--- config.mk ---
export PLATFORM = sky130hd
export DESIGN_NAME = ddr_powerup_seq
export DESIGN_NICKNAME = d
export VERILOG_FILES = /design/src/rtl/ddr_pu_pkg.sv /design/src/rtl/ddr_pu_step_rom.sv /design/src/rtl/ddr_pu_gap_timer.sv /design/src/rtl/ddr_pu_final_regs.sv /design/src/rtl/ddr_powerup_seq.sv
export SDC_FILE = /design/constraint.sdc
export NUM_CORES = 1
export LEC_CHECK = 0
export ABC_AREA = 0
export BUFFER_PORTS_ARGS = -buffer_cell sky130_fd_sc_hd__buf_2
export CORE_ASPECT_RATIO = 2
export CORE_MARGIN = 5
export CORE_UTILIZATION = 45
export DETAILED_ROUTE_END_ITERATION = 7
export PLACE_DENSITY_LB_ADDON = 0.3
export SETUP_SLACK_MARGIN = 0.02
export SLEW_MARGIN = 20
export SYNTH_ARGS = -nofsm -noshare
export SYNTH_HDL_FRONTEND = slang
export SYNTH_SLANG_ARGS = --single-unit
export TNS_END_PERCENT = 100
--- constraint.sdc ---
create_clock -name clk -period 2.2 [get_ports clk]
set_clock_uncertainty 0.05 [all_clocks]
set_input_delay 0.44 -clock clk [delete_from_list [all_inputs] [get_ports clk]]
set_output_delay 0.44 -clock clk [all_outputs]
set_load 0.03 [all_outputs]
--- src/rtl/ddr_pu_pkg.sv ---
package ddr_pu_pkg;

  localparam int CMD_W   = 6;
  localparam int SEL_W   = 2;
  localparam int MDATA_W = 13;
  localparam int IDX_W   = 4;

  localparam int DDR2_STEPS = 11;
  localparam int DDR1_STEPS = 5;

  // command code bit positions (decoded by the command PHY)
  localparam int CB_LOAD_MR   = 0;
  localparam int CB_LOAD_EMR  = 1;
  localparam int CB_AREF      = 2;
  localparam int CB_PREA      = 3;
  localparam int CB_LOAD_EMR2 = 4;
  localparam int CB_LOAD_EMR3 = 5;

  typedef enum logic [SEL_W-1:0] {
    SEL_MR   = 2'd0,
    SEL_EMR  = 2'd1,
    SEL_EMR2 = 2'd2,
    SEL_EMR3 = 2'd3
  } reg_sel_e;

  typedef enum logic [1:0] {
    ST_IDLE  = 2'd0,
    ST_ISSUE = 2'd1,
    ST_GAP   = 2'd2,
    ST_DONE  = 2'd3
  } seq_state_e;

  typedef struct packed {
    logic [CMD_W-1:0]   code;
    reg_sel_e           sel;
    logic [MDATA_W-1:0] data;
  } step_t;

  function automatic step_t mk_plain(input int bitpos);
    step_t s;
    s.code = '0;
    s.code[bitpos] = 1'b1;
    s.sel  = SEL_MR;
    s.data = '0;
    return s;
  endfunction

  function automatic step_t mk_load(input reg_sel_e sel, input logic [MDATA_W-1:0] value);
    step_t s;
    s.code = '0;
    case (sel)
      SEL_MR:   s.code[CB_LOAD_MR]   = 1'b1;
      SEL_EMR:  s.code[CB_LOAD_EMR]  = 1'b1;
      SEL_EMR2: s.code[CB_LOAD_EMR2] = 1'b1;
      default:  s.code[CB_LOAD_EMR3] = 1'b1;
    endcase
    s.sel  = sel;
    s.data = value;
    return s;
  endfunction

endpackage

--- src/rtl/ddr_pu_step_rom.sv ---
module ddr_pu_step_rom
  import ddr_pu_pkg::*;
(
  input  logic             is_ddr2_i,
  input  logic [IDX_W-1:0] idx_i,
  output step_t            step_o,
  output logic             last_o
);

  localparam logic [IDX_W-1:0] LAST2 = IDX_W'(DDR2_STEPS - 1);
  localparam logic [IDX_W-1:0] LAST1 = IDX_W'(DDR1_STEPS - 1);

  step_t s2, s1;

  always_comb begin
    case (idx_i)
      4'd0:    s2 = mk_plain(CB_PREA);
      4'd1:    s2 = mk_load(SEL_EMR2, 13'h000);
      4'd2:    s2 = mk_load(SEL_EMR3, 13'h000);
      4'd3:    s2 = mk_load(SEL_EMR,  13'h000);
      4'd4:    s2 = mk_load(SEL_MR,   13'h100);
      4'd5:    s2 = mk_plain(CB_PREA);
      4'd6:    s2 = mk_plain(CB_AREF);
      4'd7:    s2 = mk_plain(CB_AREF);
      4'd8:    s2 = mk_load(SEL_MR,   13'hA33);
      4'd9:    s2 = mk_load(SEL_EMR,  13'h382);
      4'd10:   s2 = mk_load(SEL_EMR,  13'h402);
      default: s2 = '0;
    endcase
  end

  always_comb begin
    case (idx_i)
      4'd0:    s1 = mk_plain(CB_PREA);
      4'd1:    s1 = mk_load(SEL_MR,  13'h133);
      4'd2:    s1 = mk_load(SEL_EMR, 13'h002);
      4'd3:    s1 = mk_plain(CB_PREA);
      4'd4:    s1 = mk_load(SEL_MR,  13'h033);
      default: s1 = '0;
    endcase
  end

  always_comb begin
    step_o = is_ddr2_i ? s2 : s1;
    last_o = is_ddr2_i ? (idx_i >= LAST2) : (idx_i >= LAST1);
  end

endmodule

--- src/rtl/ddr_pu_gap_timer.sv ---
module ddr_pu_gap_timer #(
  parameter int GAP_CYCLES = 8
) (
  input  logic clk,
  input  logic rst_n,
  input  logic load_i,
  output logic expired_o
);

  localparam int CNT_W = (GAP_CYCLES < 2) ? 1 : $clog2(GAP_CYCLES);
  localparam logic [CNT_W-1:0] RELOAD = CNT_W'(GAP_CYCLES - 1);

  logic [CNT_W-1:0] cnt_q, cnt_d;
  logic             cnt_en;

  always_comb begin
    cnt_en = load_i || (cnt_q != '0);
    cnt_d  = load_i ? RELOAD : (cnt_q - 1'b1);
  end

  always_ff @(posedge clk or negedge rst_n) begin
    if (!rst_n)      cnt_q <= '0;
    else if (cnt_en) cnt_q <= cnt_d;
  end

  assign expired_o = (cnt_q == '0);

endmodule

--- src/rtl/ddr_pu_final_regs.sv ---
module ddr_pu_final_regs #(
  parameter int CFG_W      = 16,
  parameter int REF_W      = 16,
  parameter int TAP_W      = 6,
  parameter int MASK_W     = 8,
  parameter int WR_LAT     = 2,
  parameter int FAW_CYC    = 22,
  parameter int REF_CNT_40 = 624,
  parameter int REF_CNT_25 = 390,
  parameter int TAP0_INIT  = 8,
  parameter int TAP1_INIT  = 9
) (
  input  logic              clk,
  input  logic              rst_n,
  input  logic              cfg_load_i,
  input  logic              cfg_ddr2_i,
  input  logic              fin_load_i,
  input  logic              ref40_i,
  output logic [CFG_W-1:0]  ddr2_cfg_o,
  output logic [REF_W-1:0]  refresh_o,
  output logic [TAP_W-1:0]  tap0_o,
  output logic [TAP_W-1:0]  tap1_o,
  output logic [MASK_W-1:0] rd_mask_o
);

  localparam logic [15:0] CFG_WORD = {2'b00, 4'(WR_LAT), 1'b1, 1'b0, 6'(FAW_CYC), 1'b0, 1'b1};
  localparam logic [15:0] REF_40   = {1'b0, 1'b1, 4'b0000, 10'(REF_CNT_40)};
  localparam logic [15:0] REF_25   = {1'b0, 1'b1, 4'b0000, 10'(REF_CNT_25)};

  logic [CFG_W-1:0] cfg_d;
  logic [REF_W-1:0] ref_d;

  always_comb begin
    cfg_d = cfg_ddr2_i ? CFG_W'(CFG_WORD) : '0;
    ref_d = ref40_i ? REF_W'(REF_40) : REF_W'(REF_25);
  end

  always_ff @(posedge clk or negedge rst_n) begin
    if (!rst_n)          ddr2_cfg_o <= '0;
    else if (cfg_load_i) ddr2_cfg_o <= cfg_d;
  end

  always_ff @(posedge clk or negedge rst_n) begin
    if (!rst_n) begin
      refresh_o <= '0;
      tap0_o    <= '0;
      tap1_o    <= '0;
      rd_mask_o <= '0;
    end else if (fin_load_i) begin
      refresh_o <= ref_d;
      tap0_o    <= TAP_W'(TAP0_INIT);
      tap1_o    <= TAP_W'(TAP1_INIT);
      rd_mask_o <= '1;
    end
  end

endmodule

--- src/rtl/ddr_powerup_seq.sv ---
module ddr_powerup_seq
  import ddr_pu_pkg::*;
#(
  parameter int GAP_CYCLES = 8,
  parameter int CFG_W      = 16,
  parameter int REF_W      = 16,
  parameter int TAP_W      = 6,
  parameter int MASK_W     = 8
) (
  input  logic               clk,
  input  logic               rst_n,
  input  logic               start_i,
  input  logic               strap_ddr2_i,
  input  logic               strap_ref40_i,
  output logic               cmd_valid_o,
  output logic [CMD_W-1:0]   cmd_code_o,
  output logic [SEL_W-1:0]   reg_sel_o,
  output logic [MDATA_W-1:0] mode_data_o,
  output logic [CFG_W-1:0]   ddr2_cfg_o,
  output logic [REF_W-1:0]   refresh_o,
  output logic [TAP_W-1:0]   dqs_tap0_o,
  output logic [TAP_W-1:0]   dqs_tap1_o,
  output logic [MASK_W-1:0]  rd_mask_o,
  output logic               busy_o,
  output logic               done_o
);

  seq_state_e       state_q, state_d;
  logic [IDX_W-1:0] idx_q, idx_d;
  logic             idx_en;
  logic             ddr2_q, ref40_q;
  logic             accept;
  logic             gap_expired, gap_load;
  logic             last_step, finish;
  step_t            cur_step;

  ddr_pu_step_rom u_rom (
    .is_ddr2_i (ddr2_q),
    .idx_i     (idx_q),
    .step_o    (cur_step),
    .last_o    (last_step)
  );

  ddr_pu_gap_timer #(.GAP_CYCLES(GAP_CYCLES)) u_gap (
    .clk       (clk),
    .rst_n     (rst_n),
    .load_i    (gap_load),
    .expired_o (gap_expired)
  );

  // next-state logic
  always_comb begin
    state_d  = state_q;
    idx_d    = idx_q;
    idx_en   = 1'b0;
    accept   = 1'b0;
    gap_load = 1'b0;
    finish   = 1'b0;
    case (state_q)
      ST_IDLE: begin
        if (start_i) begin
          accept  = 1'b1;
          state_d = ST_ISSUE;
          idx_d   = '0;
          idx_en  = 1'b1;
        end
      end
      ST_ISSUE: begin
        gap_load = 1'b1;
        state_d  = ST_GAP;
      end
      ST_GAP: begin
        if (gap_expired) begin
          if (last_step) begin
            finish  = 1'b1;
            state_d = ST_DONE;
          end else begin
            state_d = ST_ISSUE;
            idx_d   = idx_q + 1'b1;
            idx_en  = 1'b1;
          end
        end
      end
      default: state_d = ST_DONE;
    endcase
  end

  // state registers
  always_ff @(posedge clk or negedge rst_n) begin
    if (!rst_n) state_q <= ST_IDLE;
    else        state_q <= state_d;
  end

  always_ff @(posedge clk or negedge rst_n) begin
    if (!rst_n)      idx_q <= '0;
    else if (idx_en) idx_q <= idx_d;
  end

  // straps captured only when a start is accepted
  always_ff @(posedge clk or negedge rst_n) begin
    if (!rst_n) begin
      ddr2_q  <= 1'b0;
      ref40_q <= 1'b0;
    end else if (accept) begin
      ddr2_q  <= strap_ddr2_i;
      ref40_q <= strap_ref40_i;
    end
  end

  ddr_pu_final_regs #(
    .CFG_W  (CFG_W),
    .REF_W  (REF_W),
    .TAP_W  (TAP_W),
    .MASK_W (MASK_W)
  ) u_fin (
    .clk        (clk),
    .rst_n      (rst_n),
    .cfg_load_i (accept),
    .cfg_ddr2_i (strap_ddr2_i),
    .fin_load_i (finish),
    .ref40_i    (ref40_q),
    .ddr2_cfg_o (ddr2_cfg_o),
    .refresh_o  (refresh_o),
    .tap0_o     (dqs_tap0_o),
    .tap1_o     (dqs_tap1_o),
    .rd_mask_o  (rd_mask_o)
  );

  // outputs decoded from registered state
  always_comb begin
    cmd_valid_o = (state_q == ST_ISSUE);
    cmd_code_o  = cmd_valid_o ? cur_step.code : '0;
    reg_sel_o   = cmd_valid_o ? cur_step.sel  : '0;
    mode_data_o = cmd_valid_o ? cur_step.data : '0;
    busy_o      = (state_q == ST_ISSUE) || (state_q == ST_GAP);
    done_o      = (state_q == ST_DONE);
  end

endmodule

# Yosys cells after proc, flatten, opt, wreduce, memory -nomap -nowiden
# Memory sizes are Yosys's and may differ from the RTL's.
# Index checks and enable logic that the tools add are counted.
[word_totals]
regBits = 46
mem_bits_ro = 272
input_bits = 5
output_inout_bits = 76
elab_cells = 61
memories = 1
[classes]
addsub = 2
n_lt_le_gt_ge = 2
eq_ne = 10
muxes = 26
n_reduce_logical = 10
[memory_table]
columns = ["memory", "words", "word_bits", "rd", "rd_clocked_by_memory_dff", "wr", "line", "source"]
rows = [
  ["(name not given)", 16, 17, 1, 0, 0, "ddr_pu_step_rom.sv:16", "case (idx_i)"],
]
[op_table]
columns = ["op", "count"]
rows = [
  ["19-bit case mux with 4 select lines", 1],
  ["21-bit 2-to-1 mux", 1],
  ["13-bit 2-to-1 mux", 1],
  ["12-bit 2-to-1 mux", 1],
  ["4-bit 2-to-1 mux", 3],
  ["10-bit 2-to-1 mux", 1],
  ["1-bit 2-to-1 mux", 9],
  ["4-bit by 2-bit == test with 1-bit output (second input constant)", 2],
  ["2-bit 2-to-1 mux", 4],
  ["4-bit case mux with 2 select lines", 1],
  ["6-bit 2-to-1 mux", 1],
  ["2-bit inequality test (second input constant)", 3],
  ["2-bit case mux with 3 select lines", 1],
  ["5-bit AND reduction", 1],
  ["4-bit by 1-bit adder with 4-bit output (second input constant)", 1],
  ["2-bit == test (second input constant)", 2],
  ["4-bit by 1-bit == test with 1-bit output (second input constant)", 1],
  ["4-bit by 3-bit == test with 1-bit output (second input constant)", 1],
  ["4-bit by 3-bit >= comparator with 1-bit output (second input constant)", 1],
  ["4-bit >= comparator (second input constant)", 1],
  ["4-bit logical NOT", 1],
  ["3-bit logical NOT", 1],
  ["3-bit 2-to-1 mux", 1],
  ["3-bit nonzero test", 1],
  ["8 further kinds", 9],
]

# Logic depth before layout (Yosys ltp)
[logic_depth]
depth_word = 6
mapped_depth = 6

# Hierarchy
# Synthesis repeated with hierarchy kept, for this count alone.
[hier_totals]
cells_unflattened = 202
area_unflattened_um2 = 1746.7
[modules_own_cells]
columns = ["module", "instances", "cells_each", "area_per_inst_um2", "seq_area_each_um2"]
rows = [
  ["ddr_powerup_seq", 1, 71, 656.9, 200.2],
  ["ddr_pu_final_regs", 1, 58, 510.5, 100.1],
  ["ddr_pu_step_rom", 1, 56, 399.1, 0.0],
  ["ddr_pu_gap_timer", 1, 17, 180.2, 75.1],
]

# Worst setup path after synthesis
# OpenSTA, ideal clock, no wires.
[synth_timing]
path_kind = "flip-flop to output port"
startpoint = "register state_q[1]"
endpoint = "output port mode_data_o[4]"
arrival_time_ns = 2.026
required_time_ns = 1.710
path_slack_ns = -0.316
stages_incl_launch_ff = 6
cell_sequence = "dfrtp_1 inv_1 ha_1 clkbuf_1 a21boi_1 buf_4"
[synth_between]
elab_chain_len = 2
[synth_rtl]
columns = ["element", "line", "source"]
rows = [
  ["start, declared", "ddr_powerup_seq.sv:28", "seq_state_e state_q, state_d;"],
  ["start signal, assigned", "ddr_powerup_seq.sv:91", "else state_q <= state_d;"],
  ["2-bit by 1-bit == test with 1-bit output", "ddr_powerup_seq.sv:131", "cmd_valid_o = (state_q == ST_ISSUE);"],
  ["named net cmd_valid_o", "ddr_powerup_seq.sv:15", "output logic cmd_valid_o,"],
  ["13-bit 2-to-1 mux", "ddr_powerup_seq.sv:134", "mode_data_o = cmd_valid_o ? cur_step.data : '0;"],
  ["end, declared", "ddr_powerup_seq.sv:18", "output logic [MDATA_W-1:0] mode_data_o,"],
]
# The timed path passes the listed nets, and every way through them passes these cells.

# Worst setup path in the final report
[layout_timing]
startpoint = "register idx_q[0]"
endpoint = "output port cmd_code_o[1]"
[layout_between]
elab_chain_len = 5
[layout_rtl]
columns = ["element", "line", "source"]
rows = [
  ["start, declared", "ddr_powerup_seq.sv:29", "logic [IDX_W-1:0] idx_q, idx_d;"],
  ["start signal, assigned", "ddr_powerup_seq.sv:96", "else if (idx_en) idx_q <= idx_d;"],
  ["4-bit by 2-bit == test with 1-bit output / 4-bit logical NOT (equally long branches)", "ddr_pu_step_rom.sv:33", "case (idx_i)"],
  ["2-bit OR reduction (no source line)", "-", ""],
  ["19-bit case mux with 4 select lines", "ddr_pu_step_rom.sv:33", ""],
  ["21-bit 2-to-1 mux (*)", "ddr_pu_step_rom.sv:44", "step_o = is_ddr2_i ? s2 : s1;"],
  ["6-bit 2-to-1 mux (*)", "ddr_powerup_seq.sv:132", "cmd_code_o = cmd_valid_o ? cur_step.code : '0;"],
  ["end, declared", "ddr_powerup_seq.sv:16", "output logic [CMD_W-1:0] cmd_code_o,"],
]
# Mark *: on every way between the ends. The rest lies on a longest branch, timed or not.

==> impl_metrics.env <==
export IMPL_worst_path_max_fanout=4
export IMPL_antenna_found_initial=0
export IMPL_start_util_pct=46.1
export IMPL_grt_max_degree=15
export IMPL_grt_pass1_wl_mm=4.75
export IMPL_final_util_pct=49.6
export IMPL_synthArstFlopShare_pct=100
export IMPL_post_route_period_util_pct=96.5
export IMPL_drt_pass1_iterations=4
export IMPL_synth_seq_cells=14
export IMPL_met1_usage_pct=13.3
export IMPL_drive_above_1_share_pct=40.3
export IMPL_globalplace_congestion=0.802
export IMPL_port_buffers=50
export IMPL_cts_hold_repair_buffers=0
export IMPL_path_cells="inv_2 -> ha_2 -> a22oi_1 -> o21ai_1 -> and2_1 -> buf_4"
export IMPL_cts_buffer_depth=2
export IMPL_dieArea_um2=4760
export IMPL_dieHeight_um=92.7
export IMPL_wl_per_cell_um=12.7
export IMPL_die_w_um=51.4
export IMPL_path_class="register to output pin"
export IMPL_holdWs_ns=0.0327
export IMPL_grt_busiest_layer="met2"
export IMPL_numCtsBuffers=3
export IMPL_avgViaCountPerCell=4.57
export IMPL_run_status="completed"
export IMPL_avgSynthCellArea_um2=8.51
export IMPL_first_iter_violations=10
export IMPL_num_rows=30
export IMPL_grt_overflow=0
export IMPL_power_leakage_nw=0.927
export IMPL_synth_seq_area_share_pct=22.7
export IMPL_hold_path_class="primary input to async pin"
export IMPL_vias=1110
export IMPL_synth_top_area_share_pct=27.8
export IMPL_wl_mm=3.09
export IMPL_fin_crit_ns=2.12
export IMPL_pin_count=81
export IMPL_cap_violations=0
export IMPL_placed_area_um2=1550
export IMPL_max_freq_ghz=0.471
export IMPL_clkTransAtPathRegs_ns=0.06
export IMPL_hpwl_mm=2.57
export IMPL_synth_most_common_cell="buf_4"
export IMPL_met3_usage_pct=1.29
export IMPL_rsz0062_at_grt="yes"
export IMPL_cp_start_kind="register"
export IMPL_cts_max_level=1
export IMPL_cp_slowest_cell="dfrtp_2"
export IMPL_hold_violations=0
export IMPL_root_buffer="clkbuf_8"
export IMPL_grt_pass1_vias=1066
export IMPL_ys_warn_count=0
export IMPL_ys_top_cells_by_count="buf_4, dfrtp_1, ha_1"
export IMPL_cts_sinks=14
export IMPL_ys_types=42
export IMPL_synth_area_leaders="buf_4, dfrtp_1, ha_1"
export IMPL_use_met2_pct=24.1
export IMPL_critPathRequiredTime_ns=1.71
export IMPL_num_nets_final=230
export IMPL_tritoncts="yes"
export IMPL_setup_viol=0
export IMPL_worstSkewPairLatency_ns=0.24
export IMPL_pre_cts_slack_ns=0.233
export IMPL_power_mw=0.584
export IMPL_slowest_delay_ns=0.43
export IMPL_synth_flop_cell="dfrtp_1"
export IMPL_syn_inst=181
export IMPL_n_antenna_cell=0
export IMPL_drc=0
export IMPL_p_per_area_nw_per_um2=353
export IMPL_crit_arrival_ns=1.63
export IMPL_area_growth_pct=7.47
export IMPL_grtUsageTotal_pct=12.7
export IMPL_syn_area_um2=1540
export IMPL_coreArea_um2=3340
export IMPL_slew_viol_final=0
export IMPL_synth_top_area_cell="buf_4"
export IMPL_vdd_drop_max_mv=0.409
export IMPL_setup_worst_path_end_class="output pin"
export IMPL_finalInstanceArea_um2=1660
export IMPL_setup_ws_ns=0.0762
export IMPL_antenna_left=0
export IMPL_synth_edf_count=0
-- layer usage --
layer | vias to the layer above | wire (um)
li1 | 566 | -
met1 | 496 | 1100
met4 | 0 | 61
met3 | 6 | 175
met5 | - | 0
met2 | 42 | 1760
-- layout make-up --
class	instances	area, um2
Inverter	11	41.3
Fill cell	329	1690
Tap cell	32	40.0
Timing Repair Buffer	57	313
Multi-Input combinational cell	125	852
Sequential cell	14	354
Clock buffer	4	55.1
-- power by group --
group,switching (mW),internal [mW],leakage [nW]
combinational,0.0738,0.00278,0.735
clock,0.0910,0.158,0.0288
sequential,0,0.258,0.163
-- worst max-delay path: cells and delay by family (launching register included) --
family	cells	cell delay, ns
flip-flops	1	0.43
AND/OR/NAND/NOR	1	0.15
AO/OA/AOI/OAI	2	0.26
buffers and inverters	2	0.25
adder cells (fa/ha/maj)	1	0.29
-- metrics by stage --
stage | cells | TNS [ns]
2_1_floorplan | 210 | 0
3_3_place_gp | 237 | 0
3_5_place_dp | 237 | 0
4_1_cts | 241 | 0
5_1_grt | 243 | -0.0185
6_report | 243 | 0
-- cell usage in the layout, fill, tap and decap left out, types with 2 or more instances in the layout --
cell and n:
nand3_1 2, nand2_1 12, dfrtp_2 3, a21oi_1 4, inv_1 9, and3_1 3, conb_1 30, mux2i_1 4
nor3_1 2, mux2_2 2, ha_1 9, o21ai_0 2, nor2b_1 3, nand2b_1 3, o21ai_1 5, clkbuf_8 4
a21boi_1 2, buf_4 8, inv_2 2, and2_1 2, dfrtp_1 11, nor3_2 2, clkbuf_4 3, nor2_1 11
buf_2 46, ha_2 4
-- path summary, 6_finish.rpt --
kind                                             to  slack [ns]  cells after the start           startpoint
worst max-delay path                  cmd_code_o[1]        0.08                      6             idx_q[0]
worst min-delay path                     state_q[0]        0.03                      1                rst_n
worst max register to register   u_fin.refresh_o[9]        0.42                      5  u_fin.ddr2_cfg_o[9]
worst min register to register   u_fin.refresh_o[8]        0.43                      1              ref40_q
max in group asynchronous                  idx_q[2]        1.80                      1                rst_n
min in group clk                u_fin.ddr2_cfg_o[9]        0.38                      2         strap_ddr2_i
-- state kept, by name (all words and copies together), names as in the netlist --
signal / flops
idx_q: 4
ref40_q: 1
state_q: 2
u_fin.ddr2_cfg_o: 1
u_fin.refresh_o: 3
u_gap.cnt_q: 3
-- timing repair --
item,in CTS,in global routing
endpoints found under the setup margin,6,14
buffers inserted,0,2
endpoints found under the hold margin,0,0
resized for setup,3,13
-- cell families after synthesis --
kind of cell,count (synthesis),synth area share (%)
compound gates,25,12.4
buf+inv,71,31.4
flops,14,22.7
mux,7,5.04
simple gates,49,17.1
xor+xnor,1,0.569
other cells,1,0.243
fa+ha+maj,13,10.6
(Power assumes the default switching activity.)
